--- config.mk ---
export PLATFORM = sky130hd
export DESIGN_NAME = sram_alias_decoder
export DESIGN_NICKNAME = d
export VERILOG_FILES = /design/src/rtl/sram_alias_pkg.sv /design/src/rtl/sram_alias_size_reg.sv /design/src/rtl/sram_alias_port_decode.sv /design/src/rtl/sram_alias_decoder.sv
export SDC_FILE = /design/constraint.sdc
export NUM_CORES = 1
export LEC_CHECK = 0
export BUFFER_PORTS_ARGS = -buffer_cell sky130_fd_sc_hd__buf_2
export CAP_MARGIN = 0
export CELL_PAD_IN_SITES_DETAIL_PLACEMENT = 2
export CELL_PAD_IN_SITES_GLOBAL_PLACEMENT = 2
export CORE_ASPECT_RATIO = 0.7
export CORE_MARGIN = 4
export CORE_UTILIZATION = 10
export CTS_BUF_LIST = sky130_fd_sc_hd__clkbuf_8
export DETAILED_ROUTE_END_ITERATION = 6
export HOLD_SLACK_MARGIN = 0.03
export PLACE_DENSITY_LB_ADDON = 0.1
export SLEW_MARGIN = 25
export SYNTH_ARGS = -nofsm -noshare
export SYNTH_HDL_FRONTEND = slang
export SYNTH_SLANG_ARGS = --single-unit
--- constraint.sdc ---
create_clock -name clk -period 1.9 [get_ports clk]
set_input_delay 0.38 -clock clk [delete_from_list [all_inputs] [get_ports clk]]
set_output_delay 0.38 -clock clk [all_outputs]
set_load 0.05 [all_outputs]
--- src/rtl/sram_alias_pkg.sv ---
package sram_alias_pkg;
  localparam int ADDR_W = 32;

  typedef enum logic [1:0] {
    PATH_NONE = 2'b00,
    PATH_TCM  = 2'b01,
    PATH_BUF  = 2'b10,
    PATH_NBUF = 2'b11
  } path_e;

  localparam logic [ADDR_W-1:0] BASE_TCM  = 32'h0400_0000;
  localparam logic [ADDR_W-1:0] BASE_BUF  = 32'h4000_0000;
  localparam logic [ADDR_W-1:0] BASE_NBUF = 32'h5000_0000;
  localparam logic [1:0] CODE_RSVD = 2'b11;
endpackage

--- src/rtl/sram_alias_size_reg.sv ---
module sram_alias_size_reg #(
  parameter int UNIT_LOG2 = 15,
  parameter int MAX_CODE  = 2,
  localparam int OFF_W    = UNIT_LOG2 + 2
) (
  input  logic             clk,
  input  logic             rst,
  input  logic             we,
  input  logic [1:0]       wdata,
  output logic [1:0]       code_q,
  output logic [OFF_W:0]   limit
);
  import sram_alias_pkg::*;

  localparam logic [1:0] CAP = 2'(MAX_CODE);

  logic [1:0] code_d;

  always_comb begin
    code_d = wdata;
    if (wdata != CODE_RSVD && wdata > CAP) code_d = CAP;
  end

  always_ff @(posedge clk) begin
    if (rst)     code_q <= 2'b00;
    else if (we) code_q <= code_d;
  end

  // Size in bytes = (code + 1) units; the reserved code falls back to one unit.
  always_comb begin
    if (code_q == CODE_RSVD) limit = (OFF_W+1)'(1) << UNIT_LOG2;
    else                     limit = (OFF_W+1)'({1'b0, code_q} + 3'd1) << UNIT_LOG2;
  end
endmodule

--- src/rtl/sram_alias_port_decode.sv ---
module sram_alias_port_decode #(
  parameter bit IS_CPU    = 1'b1,
  parameter int WIN_AW    = 24,
  parameter int UNIT_LOG2 = 15,
  localparam int OFF_W    = UNIT_LOG2 + 2
) (
  input  logic                               req,
  input  logic [sram_alias_pkg::ADDR_W-1:0]  addr,
  input  logic                               write,
  input  logic [OFF_W:0]                     limit,
  output logic                               hit,
  output logic                               err,
  output logic [1:0]                         path,
  output logic                               wbuf,
  output logic [OFF_W-1:0]                   offset
);
  import sram_alias_pkg::*;

  localparam int TAG_W = ADDR_W - WIN_AW;

  logic [TAG_W-1:0]  tag;
  logic [WIN_AW-1:0] win_off;
  logic              in_range;
  path_e             win;

  assign tag      = addr[ADDR_W-1:WIN_AW];
  assign win_off  = addr[WIN_AW-1:0];
  assign in_range = (WIN_AW > OFF_W) ? (win_off < WIN_AW'(limit))
                                     : ((OFF_W+1)'(win_off) < limit);

  generate
    if (IS_CPU) begin : g_cpu_win
      always_comb begin
        if      (tag == BASE_TCM[ADDR_W-1:WIN_AW])  win = PATH_TCM;
        else if (tag == BASE_BUF[ADDR_W-1:WIN_AW])  win = PATH_BUF;
        else if (tag == BASE_NBUF[ADDR_W-1:WIN_AW]) win = PATH_NBUF;
        else                                        win = PATH_NONE;
      end
    end else begin : g_bus_win
      always_comb begin
        if      (tag == BASE_BUF[ADDR_W-1:WIN_AW])  win = PATH_BUF;
        else if (tag == BASE_NBUF[ADDR_W-1:WIN_AW]) win = PATH_NBUF;
        else                                        win = PATH_NONE;
      end
    end
  endgenerate

  logic matched;
  assign matched = req && (win != PATH_NONE);

  always_comb begin
    hit    = matched && in_range;
    err    = matched && !in_range;
    path   = matched ? win : PATH_NONE;
    offset = hit ? win_off[OFF_W-1:0] : '0;
  end

  generate
    if (IS_CPU) begin : g_cpu_buf
      assign wbuf = hit && write && (win == PATH_BUF);
    end else begin : g_bus_buf
      assign wbuf = 1'b0;
    end
  endgenerate
endmodule

--- src/rtl/sram_alias_decoder.sv ---
module sram_alias_decoder #(
  parameter int WIN_AW    = 24,
  parameter int UNIT_LOG2 = 15,
  parameter int MAX_CODE  = 2,
  localparam int OFF_W    = UNIT_LOG2 + 2
) (
  input  logic             clk,
  input  logic             rst,
  input  logic             cfg_we,
  input  logic [1:0]       cfg_wdata,
  output logic [1:0]       size_code,
  input  logic             cpu_req,
  input  logic [31:0]      cpu_addr,
  input  logic             cpu_write,
  output logic             cpu_hit,
  output logic             cpu_err,
  output logic [1:0]       cpu_path,
  output logic             cpu_wbuf,
  output logic [OFF_W-1:0] cpu_offset,
  input  logic             dma_req,
  input  logic [31:0]      dma_addr,
  input  logic             dma_write,
  output logic             dma_hit,
  output logic             dma_err,
  output logic [1:0]       dma_path,
  output logic             dma_wbuf,
  output logic [OFF_W-1:0] dma_offset
);
  logic [OFF_W:0] limit;

  sram_alias_size_reg #(.UNIT_LOG2(UNIT_LOG2), .MAX_CODE(MAX_CODE)) size_i (
    .clk(clk), .rst(rst), .we(cfg_we), .wdata(cfg_wdata),
    .code_q(size_code), .limit(limit)
  );

  sram_alias_port_decode #(.IS_CPU(1'b1), .WIN_AW(WIN_AW), .UNIT_LOG2(UNIT_LOG2)) cpu_dec_i (
    .req(cpu_req), .addr(cpu_addr), .write(cpu_write), .limit(limit),
    .hit(cpu_hit), .err(cpu_err), .path(cpu_path), .wbuf(cpu_wbuf), .offset(cpu_offset)
  );

  sram_alias_port_decode #(.IS_CPU(1'b0), .WIN_AW(WIN_AW), .UNIT_LOG2(UNIT_LOG2)) dma_dec_i (
    .req(dma_req), .addr(dma_addr), .write(dma_write), .limit(limit),
    .hit(dma_hit), .err(dma_err), .path(dma_path), .wbuf(dma_wbuf), .offset(dma_offset)
  );
endmodule

# == Word level (Yosys, flattened, before mapping) ==
# Cells that the tools add are included.
# totals
elab_cells,37
in_bits,73
regBits,2
out_inout_bits,46
# op_classes
n_addsub,1
n_reduce_logical,13
muxes,11
magnitude_cmp,3
eq_ne,8
# op_table
cell,n
$lt A24 B18 Y1,2
$mux W17,2
$eq A8 B7 Y1 const B,4
$mux W18,1
$mux W2,8
$logic_and A1 B1 Y1,9
$eq A8 B3 Y1 const B,1
$eq A2 B2 Y1 const B,2
$reduce_bool A2 Y1,2
$add A2 B1 Y3 const B,1
$gt A2 B2 Y1 const B,1
$logic_not A1 Y1,2
$ne A2 B2 Y1 const B,1

# == Depth between registers and ports, before layout ==
# logic_depth
depth_word,9
ltp_mapped,7
mapped_depth_nobuf,6

# == Cells and area by module ==
# A second synthesis with hierarchy kept.
# hier_totals
cells_unflattened,218
area_unflattened_um2,1511.4
# modules_own_cells
mod,cells_per_inst,instances,seq_area_each_um2,area_per_inst_um2
sram_alias_port_decode at cpu_dec_i,99,1,0.0,651.9
sram_alias_port_decode at dma_dec_i,92,1,0.0,644.4
sram_alias_size_reg,27,1,40.0,215.2

# == Worst setup path before layout ==
# Ideal clock, no wire load.
# synth_timing
path_kind,flip-flop to output port
startpoint,register size_i.code_q[1]
endpoint,output port cpu_offset[0]
arrival_time_ps,2776
path_slack_ps,-1256
t_required_ps,1520
path_buffers,1
stages_incl_launch_ff,8
path_cell_list,dfxtp_1 -> inv_1 -> ha_1 -> ha_1 -> nor4_1 -> nand3_1 -> buf_4 -> nor3_1
# synth_between
elab_chain_cells,5
elab_cells_between_ends,6
classes_between,add/sub (1); order compare (1); eq/ne (1); mux (2); reduce/logical (1)
# synth_rtl
element,line_no,text
"start, declared",sram_alias_size_reg.sv:10,"output logic [1:0] code_q,"
"start signal, assigned",sram_alias_size_reg.sv:26,else if (we) code_q <= code_d;
$add A2 B1 Y3 or $eq A2 B2 Y1 (tied branches),"sram_alias_size_reg.sv:32, sram_alias_size_reg.sv:31",
$mux W18 *,sram_alias_size_reg.sv:31,if (code_q == CODE_RSVD) limit = (OFF_W+1)'(1) << UNIT_LOG2;
$lt A24 B18 Y1 *,sram_alias_port_decode.sv:28,assign in_range = (WIN_AW > OFF_W) ? (win_off < WIN_AW'(limit))
$logic_and A1 B1 Y1 *,sram_alias_port_decode.sv:52,hit = matched && in_range;
$mux W17 *,sram_alias_port_decode.sv:55,offset = hit ? win_off[OFF_W-1:0] : '0;
"end, declared",sram_alias_decoder.sv:19,"output logic [OFF_W-1:0] cpu_offset,"
# Mark *: on every way between the ends. The rest lies on a longest branch, timed or not.

# == Worst setup path after layout ==
# layout_timing
startpoint,register size_i.code_q[0]
endpoint,output port dma_offset[10]
# layout_between
elab_chain_cells,5
elab_cells_between_ends,6
classes_between,add/sub (1); order compare (1); eq/ne (1); mux (2); reduce/logical (1)
# layout_rtl
element,line_no,text
$add A2 B1 Y3 or $eq A2 B2 Y1 (tied branches),"sram_alias_size_reg.sv:32, sram_alias_size_reg.sv:31",
$mux W18 *,sram_alias_size_reg.sv:31,
$lt A24 B18 Y1 *,sram_alias_port_decode.sv:28,
$logic_and A1 B1 Y1 *,sram_alias_port_decode.sv:52,
$mux W17 *,sram_alias_port_decode.sv:55,
"end, declared",sram_alias_decoder.sv:27,output logic [OFF_W-1:0] dma_offset
# Marks and branches as above.

==> metrics.yaml <==
run_status:
  status: "finished with violations"
  violations: "setup timing"
detailed_routing:
  first_pass_iters: 4
  ant_nets: 0
  wl_met1_um: 1656
  dr_wl_met2_um: 2165
  vias: 1255
  top_layer_used: "met3"
  drtIter0Drc: 26
  wire_per_inst_um: 12.31
  wl_met3_um: 387
  routed_via_density: 3.670
  drc: 0
  wl_um: 4209
synth:
  yosysTopAreaCellShare: 0.2326
  ys_ff_latch: 2
  synth_ff_type: "dfxtp_1"
  yosys_warnings: 0
  syn_area_um2: 774.5
  synth_most_common_cell: "inv_1"
  seq_area_frac_synth: 0.05170
  netlist_top_cells_area: "nor3_2 (23%), inv_1 (18%), nor3_1 (10%)"
  synth_cell_types: 25
  syn_nets: 190
  synthCells: 114
  post_synth.cell_area_avg_um2: 6.794
  synth_edf_count: 0
  synth_common_cells: "inv_1 (38), nor3_2 (18), nor3_1 (16), nor2_1 (5), nor4_1 (4)"
  yosysTopAreaCell: "nor3_2"
  async_reset_ff_frac: 0
global_routing:
  grt_max_degree: 20
  globalRoute.totalOverflow: 0
  grt_pass1_wl_um: 6637
  antenna_found_initial: 0
  first_global_vias: 1358
  grtUsageTotal: 0.08751
setup_path:
  slowest_delay_ps: 340
  cpMostUsedCell: "ha_4"
  crit_chain: "ha_4 -> ha_4 -> nor4_4 -> nand3_4 -> buf_12 -> nor3_4 -> buf_6"
  end_kind: "output port"
  crit_required_ps: 1520
  cp_max_fo: 5
  startpoint_type: "register"
  arrival_ps: 1840
  worstSetupPathType: "register to output port"
  cp_slowest_cell: "dfxtp_4"
layout:
  largest_register: "size_i.code_q"
  fillers: 845
  final_nets: 322
  largest_register_ff_count: 2
  top_regs: "size_i.code_q x2"
  drive_gt1_frac: 0.7869
  syn_to_final_growth_pct: 199.7
  insertedDiodeCount: 0
sta:
  clock.fmax_mhz: 450.2
  hold_slack_ps: 339.9
  fin_skew_ps: 0
  worst_slack_ps: -321.1
  setup_viol: 39
  period_share: 1.169
  hold_viol: 0
  min_period_ps: 2221
  slew_violations: 0
  rsz0062_at_grt: "yes"
clock_tree:
  cts_num_sinks: 2
  insertion_delay_ps: 210
  clock-root-buffer: "clkbuf_8"
  cts_setup_buffers: 0
  cts_max_level: 1
  cts_buffer_depth: 2
  cts_buffers: 3
  clk_pin_slew_ps: 30
  cts_hold_buf: 0
  cts_tree: "built"
pwr:
  swShare: 0.3432
  peakVddDrop_uv: 263.9
  p_total_uw: 426.7
  power_frac_seq: 0.108
  p_comb_frac: 0.492
  netSwitchingPower_uw: 146.4
  p_clk_frac: 0.400
  powerDensity_nw_per_um2: 183.8
  p_leak_nw: 1.294
  p_int_uw: 280.2
floorplanning:
  dieArea_um2: 9239
  ios: 119
  die_h_um: 81.63
  core.rowCount: 26
  core_um2: 7417
  start_util: 0.1044
  die_w_um: 113.2
placement:
  gp_congestion: 0.6551
  io_buffers: 116
  dpl.hpwl_um: 3758
job:
  cap_violations: 0
hold_path:
  min_path_type: "input port to register"
==> worst paths after layout <==
| kind | start | end | slack, ps | depth (start not counted) |
|---|---|---|---|---|
| worst max-delay path | size_i.code_q[0]$_SDFFE_PP0P_ | dma_offset[10] | -320 | 7 |
| worst min-delay path | rst | size_i.code_q[0]$_SDFFE_PP0P_ | 340 | 2 |
| worst max register to register | size_i.code_q[0]$_SDFFE_PP0P_ | size_i.code_q[0]$_SDFFE_PP0P_ | 1150 | 3 |
| worst min register to register | size_i.code_q[1]$_SDFFE_PP0P_ | size_i.code_q[1]$_SDFFE_PP0P_ | 620 | 3 |
==> repair_timing <==
action,CTS,global route
setup endpoints to repair,40,41
endpoints found under the hold margin,0,0
pin swaps,3,1
resized for setup,86,2
==> cell families after synthesis <==
group / count (synthesis) / synth area share
AOI/OAI and AO/OA: 5 / 0.08563
adders and majority gates: 3 / 0.04847
buffers and inverters: 45 / 0.2504
DFF: 2 / 0.05170
muxes: 2 / 0.02585
other: 1 / 0.004842
and+or+nand+nor: 56 / 0.5331
==> through the flow <==
step	setup slack [ps]	area, um2	utilization	setup TNS, ps	std cells
after floorplan	-518.1	1147	-	-14320	114
after global placement	-353.3	1988	0.2681	-9374	339
after detailed placement	-324.0	1988	0.2681	-8734	339
after CTS	-354.6	2315	0.3121	-12330	342
after global routing	-427.3	2321	0.3129	-14940	342
final	-321.1	2321	0.3129	-11020	342
==> power groups by stage <==
stage / registers [mW] / logic (mW) / clock network (mW)
after CTS: 0.0462 / 0.215 / 0.180
after global placement: 0.0464 / 0.197 / 0
after global routing: 0.0466 / 0.233 / 0.185
final: 0.0460 / 0.210 / 0.171
after floorplan: 0.0558 / 0.0881 / 0
after detailed placement: 0.0466 / 0.201 / 0
==> critical path, delay by kind of cell (launching register included) <==
family	cells	cell delay [ps]
simple gates	3	520
fa+ha+maj	2	420
flops	1	340
buf+inv	2	340
==> cells in the final DEF, fill, tap and decap left out, types with 2 or more instances in the layout <==
master,synthesis,routed
and3_1,2,2
dfxtp_4,0,2
buf_12,0,5
nor3_2,18,4
buf_4,2,11
buf_2,2,75
nor2_1,5,3
o21ai_2,0,2
nor4b_1,2,2
nor4_1,4,2
clkbuf_8,0,3
buf_6,2,42
inv_1,38,37
nor2_4,0,2
mux2i_1,2,2
nor4_4,0,2
nor2b_4,0,2
nor3_4,0,30
ha_4,0,3
==> routing by layer <==
layer / global-route usage / vias up
met5: 0 / -
met2: 0.1489 / 46
met4: 0.01080 / 0
li1: - / 629
met1: 0.1097 / 580
met3: 0.03240 / 0
==> cell type report <==
type	instances	area, um2	share of cell area
clock buffers	3	41.29	0.01779
inverters	38	142.6	0.06146
multi-input cells	67	928.4	0.4000
flip-flops and latches	2	47.55	0.02049
well taps	98	122.6	0.05283
repair buffers	134	1039	0.4474
Note: power is estimated with default switching activity, not from simulation.
